--- src/rtl/dlb_pkg.sv ---
package dlb_pkg;

    localparam int WORD_W = 32;
    localparam int LANES  = WORD_W / 8;
    localparam int PTR_W  = 4;
    localparam int STEP_W = 3;

    typedef enum logic [1:0] {
        MODE_MEM2MEM = 2'b00,
        MODE_PER2MEM = 2'b01,
        MODE_MEM2PER = 2'b10,
        MODE_UNUSED  = 2'b11
    } xfer_mode_e;

    typedef enum logic [1:0] {
        SZ_WORD = 2'b00,
        SZ_BYTE = 2'b01,
        SZ_HALF = 2'b10,
        SZ_RSVD = 2'b11
    } acc_size_e;

    typedef struct packed {
        logic              narrow_rd;
        logic              narrow_wr;
        acc_size_e         size;
        logic [STEP_W-1:0] step;
    } path_cfg_t;

    function automatic logic [STEP_W-1:0] step_of(acc_size_e sz);
        case (sz)
            SZ_BYTE: step_of = 3'd1;
            SZ_HALF: step_of = 3'd2;
            default: step_of = 3'd4;
        endcase
    endfunction

    function automatic path_cfg_t decode_path(logic [1:0] mode, logic [1:0] width);
        path_cfg_t c;
        acc_size_e sz;
        logic      periph;
        sz          = (width == SZ_RSVD) ? SZ_WORD : acc_size_e'(width);
        periph      = (mode == MODE_PER2MEM) || (mode == MODE_MEM2PER);
        c.size      = periph ? sz : SZ_WORD;
        c.narrow_rd = (mode == MODE_PER2MEM) && (c.size != SZ_WORD);
        c.narrow_wr = (mode == MODE_MEM2PER) && (c.size != SZ_WORD);
        c.step      = step_of(c.size);
        return c;
    endfunction

endpackage

--- src/rtl/dlb_lane_ctrl.sv ---
module dlb_lane_ctrl
    import dlb_pkg::*;
#(
    parameter int NUM_LANES = LANES,
    parameter int P_W       = PTR_W,
    parameter int S_W       = STEP_W
) (
    input  logic           clk,
    input  logic           rst,
    input  logic           soft_rst,
    input  logic           chan_en,
    input  logic           narrow_rd,
    input  logic           narrow_wr,
    input  logic [S_W-1:0] step,
    input  logic           rd_ack,
    input  logic           wr_ack,
    output logic           rd_req,
    output logic           wr_req,
    output logic           rd_fire,
    output logic           full,
    output logic [P_W-1:0] lane_ptr
);

    localparam int SUM_W = P_W + 1;

    logic             full_q;
    logic [P_W-1:0]   ptr_q;
    logic             narrow_now;
    logic             wr_fire;
    logic [SUM_W-1:0] ptr_sum;
    logic             last_lane;

    assign rd_req     = chan_en & ~full_q;
    assign wr_req     = chan_en & full_q;
    assign rd_fire    = rd_req & rd_ack;
    assign wr_fire    = wr_req & wr_ack;
    assign narrow_now = full_q ? narrow_wr : narrow_rd;
    assign ptr_sum    = {1'b0, ptr_q} + SUM_W'(step);
    assign last_lane  = !narrow_now || (ptr_sum >= SUM_W'(NUM_LANES));

    always_ff @(posedge clk) begin
        if (rst || soft_rst || !chan_en) begin
            full_q <= 1'b0;
            ptr_q  <= '0;
        end else if (rd_fire || wr_fire) begin
            if (last_lane) begin
                full_q <= ~full_q;
                ptr_q  <= '0;
            end else begin
                ptr_q  <= ptr_sum[P_W-1:0];
            end
        end
    end

    assign full     = full_q;
    assign lane_ptr = ptr_q;

endmodule

--- src/rtl/dlb_pack.sv ---
module dlb_pack
    import dlb_pkg::*;
#(
    parameter int W   = WORD_W,
    parameter int P_W = PTR_W,
    parameter int S_W = STEP_W
) (
    input  logic           clk,
    input  logic           rst,
    input  logic           rd_fire,
    input  logic           narrow,
    input  logic [P_W-1:0] lane_ptr,
    input  logic [S_W-1:0] step,
    input  logic [W-1:0]   rd_data,
    output logic [W-1:0]   buf_q
);

    localparam int NL    = W / 8;
    localparam int SUM_W = P_W + 1;
    localparam int SH_W  = $clog2(W);

    logic [SH_W-1:0]  shamt;
    logic [W-1:0]     placed;
    logic [SUM_W-1:0] lo_lane;
    logic [SUM_W-1:0] hi_lane;

    assign shamt   = SH_W'({lane_ptr, 3'b000});
    assign placed  = narrow ? (rd_data << shamt) : rd_data;
    assign lo_lane = {1'b0, lane_ptr};
    assign hi_lane = lo_lane + SUM_W'(step);

    for (genvar i = 0; i < NL; i++) begin : g_lane
        logic take;
        assign take = !narrow || ((SUM_W'(i) >= lo_lane) && (SUM_W'(i) < hi_lane));
        always_ff @(posedge clk) begin
            if (rst) begin
                buf_q[8*i +: 8] <= '0;
            end else if (rd_fire && take) begin
                buf_q[8*i +: 8] <= placed[8*i +: 8];
            end
        end
    end

endmodule

--- src/rtl/dlb_unpack.sv ---
module dlb_unpack
    import dlb_pkg::*;
#(
    parameter int W   = WORD_W,
    parameter int P_W = PTR_W,
    parameter int S_W = STEP_W
) (
    input  logic [W-1:0]   buf_q,
    input  logic           narrow,
    input  logic [P_W-1:0] lane_ptr,
    input  logic [S_W-1:0] step,
    output logic [W-1:0]   wr_data
);

    localparam int NL   = W / 8;
    localparam int SH_W = $clog2(W);

    logic [SH_W-1:0] shamt;
    logic [W-1:0]    lowered;

    assign shamt   = SH_W'({lane_ptr, 3'b000});
    assign lowered = narrow ? (buf_q >> shamt) : buf_q;

    for (genvar i = 0; i < NL; i++) begin : g_lane
        logic keep;
        assign keep = !narrow || (i < int'(step));
        assign wr_data[8*i +: 8] = keep ? lowered[8*i +: 8] : 8'h00;
    end

endmodule

--- src/rtl/dma_lane_buffer.sv ---
module dma_lane_buffer
    import dlb_pkg::*;
(
    input  logic              clk,
    input  logic              rst,
    input  logic              soft_rst,
    input  logic              chan_en,
    input  logic [1:0]        mode_sel,
    input  logic [1:0]        width_sel,
    output logic              rd_req,
    input  logic              rd_ack,
    input  logic [WORD_W-1:0] rd_data,
    output logic              wr_req,
    input  logic              wr_ack,
    output logic [WORD_W-1:0] wr_data,
    output logic [1:0]        xfer_size,
    output logic [PTR_W-1:0]  lane_ptr
);

    path_cfg_t         cfg;
    logic              full;
    logic              rd_fire;
    logic [WORD_W-1:0] buf_q;

    assign cfg = decode_path(mode_sel, width_sel);

    dlb_lane_ctrl u_ctrl (
        .clk       (clk),
        .rst       (rst),
        .soft_rst  (soft_rst),
        .chan_en   (chan_en),
        .narrow_rd (cfg.narrow_rd),
        .narrow_wr (cfg.narrow_wr),
        .step      (cfg.step),
        .rd_ack    (rd_ack),
        .wr_ack    (wr_ack),
        .rd_req    (rd_req),
        .wr_req    (wr_req),
        .rd_fire   (rd_fire),
        .full      (full),
        .lane_ptr  (lane_ptr)
    );

    dlb_pack u_pack (
        .clk      (clk),
        .rst      (rst),
        .rd_fire  (rd_fire),
        .narrow   (cfg.narrow_rd),
        .lane_ptr (lane_ptr),
        .step     (cfg.step),
        .rd_data  (rd_data),
        .buf_q    (buf_q)
    );

    dlb_unpack u_unpack (
        .buf_q    (buf_q),
        .narrow   (cfg.narrow_wr),
        .lane_ptr (lane_ptr),
        .step     (cfg.step),
        .wr_data  (wr_data)
    );

    assign xfer_size = (full ? cfg.narrow_wr : cfg.narrow_rd) ? cfg.size : SZ_WORD;

endmodule

--- config.mk ---
export PLATFORM = sky130hd
export DESIGN_NAME = dma_lane_buffer
export DESIGN_NICKNAME = d
export VERILOG_FILES = /design/src/rtl/dlb_pkg.sv /design/src/rtl/dlb_lane_ctrl.sv /design/src/rtl/dlb_pack.sv /design/src/rtl/dlb_unpack.sv /design/src/rtl/dma_lane_buffer.sv
export SDC_FILE = /design/constraint.sdc
export NUM_CORES = 1
export LEC_CHECK = 0
export ABC_CLOCK_PERIOD_IN_PS = 4800
export BUFFER_PORTS_ARGS = -buffer_cell sky130_fd_sc_hd__buf_2
export CAP_MARGIN = 25
export CORE_MARGIN = 4
export CORE_UTILIZATION = 60
export CTS_BUF_LIST = sky130_fd_sc_hd__clkbuf_2 sky130_fd_sc_hd__clkbuf_4 sky130_fd_sc_hd__clkbuf_8
export DETAILED_ROUTE_END_ITERATION = 16
export GPL_ROUTABILITY_DRIVEN = 0
export PLACE_DENSITY_LB_ADDON = 0.3
export SLEW_MARGIN = 30
export SYNTH_ARGS = -nofsm -noshare
export SYNTH_HDL_FRONTEND = slang
export SYNTH_SLANG_ARGS = --single-unit
--- constraint.sdc ---
create_clock -name clk -period 4.8 [get_ports clk]
set_clock_uncertainty 0.1 [all_clocks]
set_input_delay 0.96 -clock clk [delete_from_list [all_inputs] [get_ports clk]]
set_output_delay 0.96 -clock clk [all_outputs]
set_load 0.02 [all_outputs]
==> reports/qor.yml, run 1 <==
clock_tree:
  tritoncts.num_buffers: 5
  cts_setup_buffers: 0
  hold_buffers: 0
  clk_pin_slew_worst_paths_ns: 0.07
  cts_tree: "done"
  ctsResizeCount: 0
  htreeDepth: 2
  ctsRootBufferMaster: "clkbuf_8"
  clockBufferDepth: 2
  cts_sinks: 37
  clock_latency_ns: 0.29
timing:
  rsz0062_at_grt: "no"
  tightest_slew_ns: 0.7397
  max_freq_mhz: 232.5
  setup_viol: 0
  finalMaxSlewViolations: 0
  hold_viol: 0
  relSlewSlack: 0.5069
  fin_crit_ns: 4.302
  fin_crit_sh: 0.8962
  setup_ws_ns: 0.4980
  hold_slack_ns: 0.4303
  setup_tns_ns: 0
critical_path:
  worstSetupPathType: "in2out"
  worst-path-max-fanout: 14
  cpMaxStageDelayCell: "nor3b_1"
  cp_num_buf_inv: 5
  timing.rr.start: "u_ctrl.lane_ptr[1]"
  endpoint_kind: "primary output"
  crit_start: "mode_sel[0]"
  cp.required_ns: 3.74
  cp-start-kind: "input port"
  crit_chain: "buf_2 > inv_1 > ha_1 > nor3b_1 > inv_1 > ha_1 > nand2b_1 > nor2_1 > buf_4 > o22a_1 > buf_2"
  max_stage_delay_ns: 0.36
  cpLargestDelayFamily: "simple AND/OR/NAND/NOR gates"
  crit_arrival_ns: 3.24
yosys:
  ys_top_cells_by_count: "63 x nor2_1, 52 x a21oi_1, 37 x dfxtp_1"
  yosys-top-cells-area: "dfxtp_1 23%, a21oi_1 8.1%, nor2_1 7.3%"
  synth_xor_area_frac: 0.005443
  synth_most_common_cell: "nor2_1"
  yosys.area_share.adder: 0.04121
  syn-instance-count: 432
  synth_edf_count: 0
  syn_avg_cell_area_um2: 7.449
  ys_types: 51
  yosys.area_share.simple: 0.2271
  synth-seq-area-share: 0.2302
  synth_nets: 484
  synth_top_area_share: 0.2302
  ys_ff_latch: 37
  synth_warnings: 0
  async_flop_share: 0
  synth-main-ff-cell: "dfxtp_1"
  synth_compound_area_frac: 0.3690
  synth_top_family_by_area: "compound AO/OA/AOI/OAI gates"
  synth.largest_area_cell: "dfxtp_1"
  netlist_area_mm2: 0.003218
  muxShareOfSynthArea: 0.05677
power:
  switching_share: 0.3155
  p_switching_mw: 0.2729
  p_comb_frac: 0.264
  power_mw: 0.8649
  vdd_drop_max_mv: 0.1282
  seqPwrFrac: 0.401
  p_per_area_mw_per_mm2: 232.3
  p_leak_nw: 1.560
  p_clk_frac: 0.335
  p_int_mw: 0.5920
route:
  ant_nets: 0
  drtPass1Iterations: 5
  drc: 0
  wirelength_mm: 9.939
  drt-vias-per-instance: 6.437
  num_vias: 3650
  wl_per_cell_um: 17.53
  drtIter0Drc: 359
min_path:
  hp-start: "u_pack.buf_q[8]"
  hold_class: "reg2reg"
global_route:
  antenna_found_initial: 0
  grt_pass1_vias: 3261
  grtUsageTotal: 0.3094
  overflow: 0
  grt_max_degree: 49
  grt_pass1_wl_mm: 15.79
placement:
  dp_cells: 559
  dpl_cell_area_mm2: 0.003602
  port_buffers: 81
  place_hpwl_mm: 7.475
  place_ws_ns: 0.5200
die:
  fp.coreArea_mm2: 0.005140
  initial_utilization: 0.6261
  io_pins: 82
  fp.dieW_um: 81.24
  row_count: 26
  die_y_um: 81.24
  fp.dieArea_mm2: 0.006599
cells_and_area:
  drive_gt1_frac: 0.2435
  stdcell_count: 567
  fin_nets: 548
  diodes: 0
  syn_to_final_growth_pct: 15.71
  final_area_mm2: 0.003724
  finish.utilization: 0.7244
outcome:
  status: "finished, final reports clean"
run:
  maxCapViolations: 0
[metal layers]
layer	GRT usage	part of all wire	vias up
li1	-	-	1728
met1	0.4039	0.41	1654
met2	0.4885	0.44	241
met3	0.06430	0.11	27
met4	0.1402	0.039	0
met5	0	0	-
[cell usage in the layout, fill, tap and decap left out, drive strengths merged]
master and instances:
mux2i 16, a22o 8, ha 9, and2 3, and3 3, nand2b 14, fa 1, nand2 25
buf 89, o21ai 19, bufinv 1, dfxtp 37, nor2b 15, nor3b 3, xor2 1, xnor2 1
inv 15, or2 1, o21bai 1, o21a 7, a22oi 10, mux2 2, o221ai 8, a2111oi 1
a211oi 20, clkbuf 7, or4 1, a21o 1, a221oi 16, o22ai 8, nor3 3, o22a 7
a21oi 53, and3b 1, a31oi 10, nor2 63, nand3 17
[power groups by stage]
stage | Clock [mW] | Combinational, mW | Sequential (mW)
floorplan | 0 | 0.158 | 0.344
global placement | 0 | 0.218 | 0.352
finish | 0.289 | 0.229 | 0.347
detailed placement | 0 | 0.224 | 0.352
CTS | 0.289 | 0.226 | 0.345
global route | 0.306 | 0.249 | 0.348
[cells by family after synthesis]
kind of cell	after synthesis
multiplexers	18
adder cells (fa/ha/maj)	10
AO/OA/AOI/OAI	169
flip-flops	37
XOR/XNOR	2
AND/OR/NAND/NOR	149
buffers and inverters	47
[tightest hold or removal path: stages (launching register included)]
cell	delay [ns]
dfxtp_1	0.33
nor2_1	0.10
a211oi_1	0.05
[state kept, by name (all words and copies together), names as in the netlist]
register         count
u_ctrl.full          1
u_pack.buf_q        32
u_ctrl.lane_ptr      4
[layout make-up]
| class | instances | area, um2 |
|---|---|---|
| Tap cell | 70 | 87.58 |
| Fill cell | 432 | 1416 |
| Sequential cell | 37 | 743.2 |
| Inverter | 15 | 56.30 |
| Clock inverter | 1 | 30.03 |
| Timing Repair Buffer | 89 | 465.4 |
| Multi-Input combinational cell | 348 | 2251 |
| Clock buffer | 7 | 90.09 |
[worst paths after layout]
kind / slack (ns) / end / cells past startpoint
max: 0.50 / wr_data[4] / 11
min: 0.43 / u_pack.buf_q[8] / 2
max reg2reg: 1.80 / u_pack.buf_q[28] / 7
min reg2reg: 0.43 / u_pack.buf_q[8] / 2
No activity file was read; power rests on OpenSTA's default activity.
==> inputs of run 2 (changes only) <==
- BUFFER_PORTS_ARGS: -buffer_cell sky130_fd_sc_hd__buf_2 -> unset
- DONT_BUFFER_PORTS: unset -> 1
==> reports/qor.yml, run 2 (synthesis gave the netlist of run 1 again) <==
cells_and_area:
  syn_to_final_growth_pct: 2.372
  mostFrequentLayoutCells: "63 x nor2_1, 52 x a21oi_1, 35 x dfxtp_1"
  diodes: 0  # unchanged
  largest_reg_flops: 32  # unchanged
  drive_gt1_frac: 0.09639  # -0.1471
  mostFrequentLayoutCell: "nor2_1"
  fin_nets: 466  # -15%
  largest_register: "u_pack.buf_q"
  n_fill_cell: 485  # +12%
  stdcell_count: 485  # -14%
route:
  drtIter0Drc: 336  # -6.4%
  drc: 0  # unchanged
  ant_nets: 0  # unchanged
  drt-vias-per-instance: 6.794  # +5.5%
  num_vias: 3295  # -9.7%
  wirelength_mm: 9.568  # -3.7%
  wl_per_cell_um: 19.73  # +13%
  drtPass1Iterations: 5  # unchanged
die:
  io_pins: 82  # unchanged
  fp.dieW_um: 81.24  # unchanged
  fp.dieArea_mm2: 0.006599  # unchanged
  die_y_um: 81.24  # unchanged
  fp.coreArea_mm2: 0.005140  # unchanged
  initial_utilization: 0.6261  # unchanged
  row_count: 26  # unchanged
clock_tree:
  ctsResizeCount: 0  # unchanged
  tritoncts.num_buffers: 5  # unchanged
  clk_pin_slew_worst_paths_ns: 0.07  # about the same
  cts_setup_buffers: 0  # unchanged
  htreeDepth: 2  # unchanged
  hold_buffers: 0  # unchanged
  cts_tree: "done"
  clock_latency_ns: 0.29  # about the same
  cts_sinks: 37  # unchanged
  clockBufferDepth: 2  # unchanged
  ctsRootBufferMaster: "clkbuf_8"
timing:
  relSlewSlack: 0.6026  # +0.09570
  fin_crit_ns: 4.239  # -0.06281 ns
  rsz0062_at_grt: "no"
  finalMaxSlewViolations: 0  # unchanged
  fin_crit_sh: 0.8832  # -0.01309
  hold_viol: 0  # unchanged
  tightest_slew_ns: 0.5961  # -0.1435 ns
  hold_slack_ns: 0.4237  # -0.006627 ns
  setup_tns_ns: 0  # unchanged
  setup_viol: 0  # unchanged
  max_freq_mhz: 235.9  # +1.5%
global_route:
  grt_pass1_vias: 2816  # -14%
  grt_pass1_wl_mm: 14.55  # -7.9%
  overflow: 0  # unchanged
  antenna_found_initial: 0  # unchanged
  grt_max_degree: 47  # -4.1%
  grtUsageTotal: 0.2864  # -0.02301
critical_path:
  worst-path-max-fanout: 14  # unchanged
  cpMaxStageDelayCell: "nor3b_1"
  crit_chain: "inv_1 > ha_1 > nor3b_1 > inv_1 > ha_1 > nand2b_1 > nor2_1 > buf_4 > o22a_1"
  endpoint_kind: "primary output"
  crit_arrival_ns: 3.18  # -0.06 ns
  ff2ff_path_depth: 8  # +1
  cp-start-kind: "input port"
  worstSetupPathType: "in2out"
  cp.required_ns: 3.74  # about the same
  max_stage_delay_ns: 0.38  # +0.02 ns
run:
  maxCapViolations: 0  # unchanged
power:
  p_per_area_mw_per_mm2: 231.7  # -0.27%
  vdd_drop_max_mv: 0.1217  # -5.0%
  p_leak_nw: 1.178  # -24%
placement:
  place_hpwl_mm: 7.111  # -4.9%
  dp_cells: 477  # -15%
  port_buffers: 0  # -100%
min_path:
  hold_class: "reg2reg"
  hold_depth: 2  # unchanged
outcome:
  status: "finished, final reports clean"
[run 2: changes by cell type in the layout (fill, tap and decap cells not counted), sizes merged]
cell,delta
clkinv,+1
buf,-82
bufinv,-1
[run 2: final cells by class]
| cell class | instances | area (um2) | share of cell area |
|---|---|---|---|
| Tap cell | 70 | 87.58 | 0.02659 |
| Clock inverter | 1 | 5.005 | 0.001519 |
| Clock buffer | 7 | 96.34 | 0.02924 |
| Sequential cell | 37 | 743.2 | 0.2256 |
| Multi-Input combinational cell | 348 | 2253 | 0.6840 |
| Inverter | 15 | 56.30 | 0.01709 |
| Timing Repair Buffer | 7 | 52.55 | 0.01595 |
[run 2: report_power, final]
group	internal [mW]	switching, mW
Clock	0.130	0.111
Sequential	0.326	0.0199
Combinational	0.0678	0.109
[run 2: critical path, delay by kind of cell]
family	cells	cell delay, ns
AND/OR/NAND/NOR	3	0.94
adder cells (fa/ha/maj)	2	0.61
buffers and inverters	3	0.38
AO/OA/AOI/OAI	1	0.29
[run 2: path summary, 6_finish.rpt]
path                           start               end  slack (ns)
setup / recovery         mode_sel[0]        wr_data[2]        0.56
hold / removal      u_pack.buf_q[15]  u_pack.buf_q[15]        0.42
setup reg to reg  u_ctrl.lane_ptr[0]  u_pack.buf_q[12]        1.88
hold reg to reg     u_pack.buf_q[15]  u_pack.buf_q[15]        0.42
[run 2: metal layers]
metal | part of all wire | GRT usage | up-vias
met2 | 0.43 | 0.4269 | 189
met4 | 0.039 | 0.1132 | 0
met3 | 0.11 | 0.06319 | 28
li1 | - | - | 1564
met5 | 0 | 0 | -
met1 | 0.42 | 0.3989 | 1514
[run 2: stage by stage]
stage	total power, mW	area [um2]	utilization	worst slack, ns
finish	0.7632	3294	0.6409	0.5609
floorplan	0.5025	3218	-	0.9119
global route	0.7981	3294	0.6409	0.3591
global placement	0.5223	3193	0.6212	0.7543
detailed placement	0.5268	3193	0.6212	0.6277
CTS	0.7619	3294	0.6409	0.6019
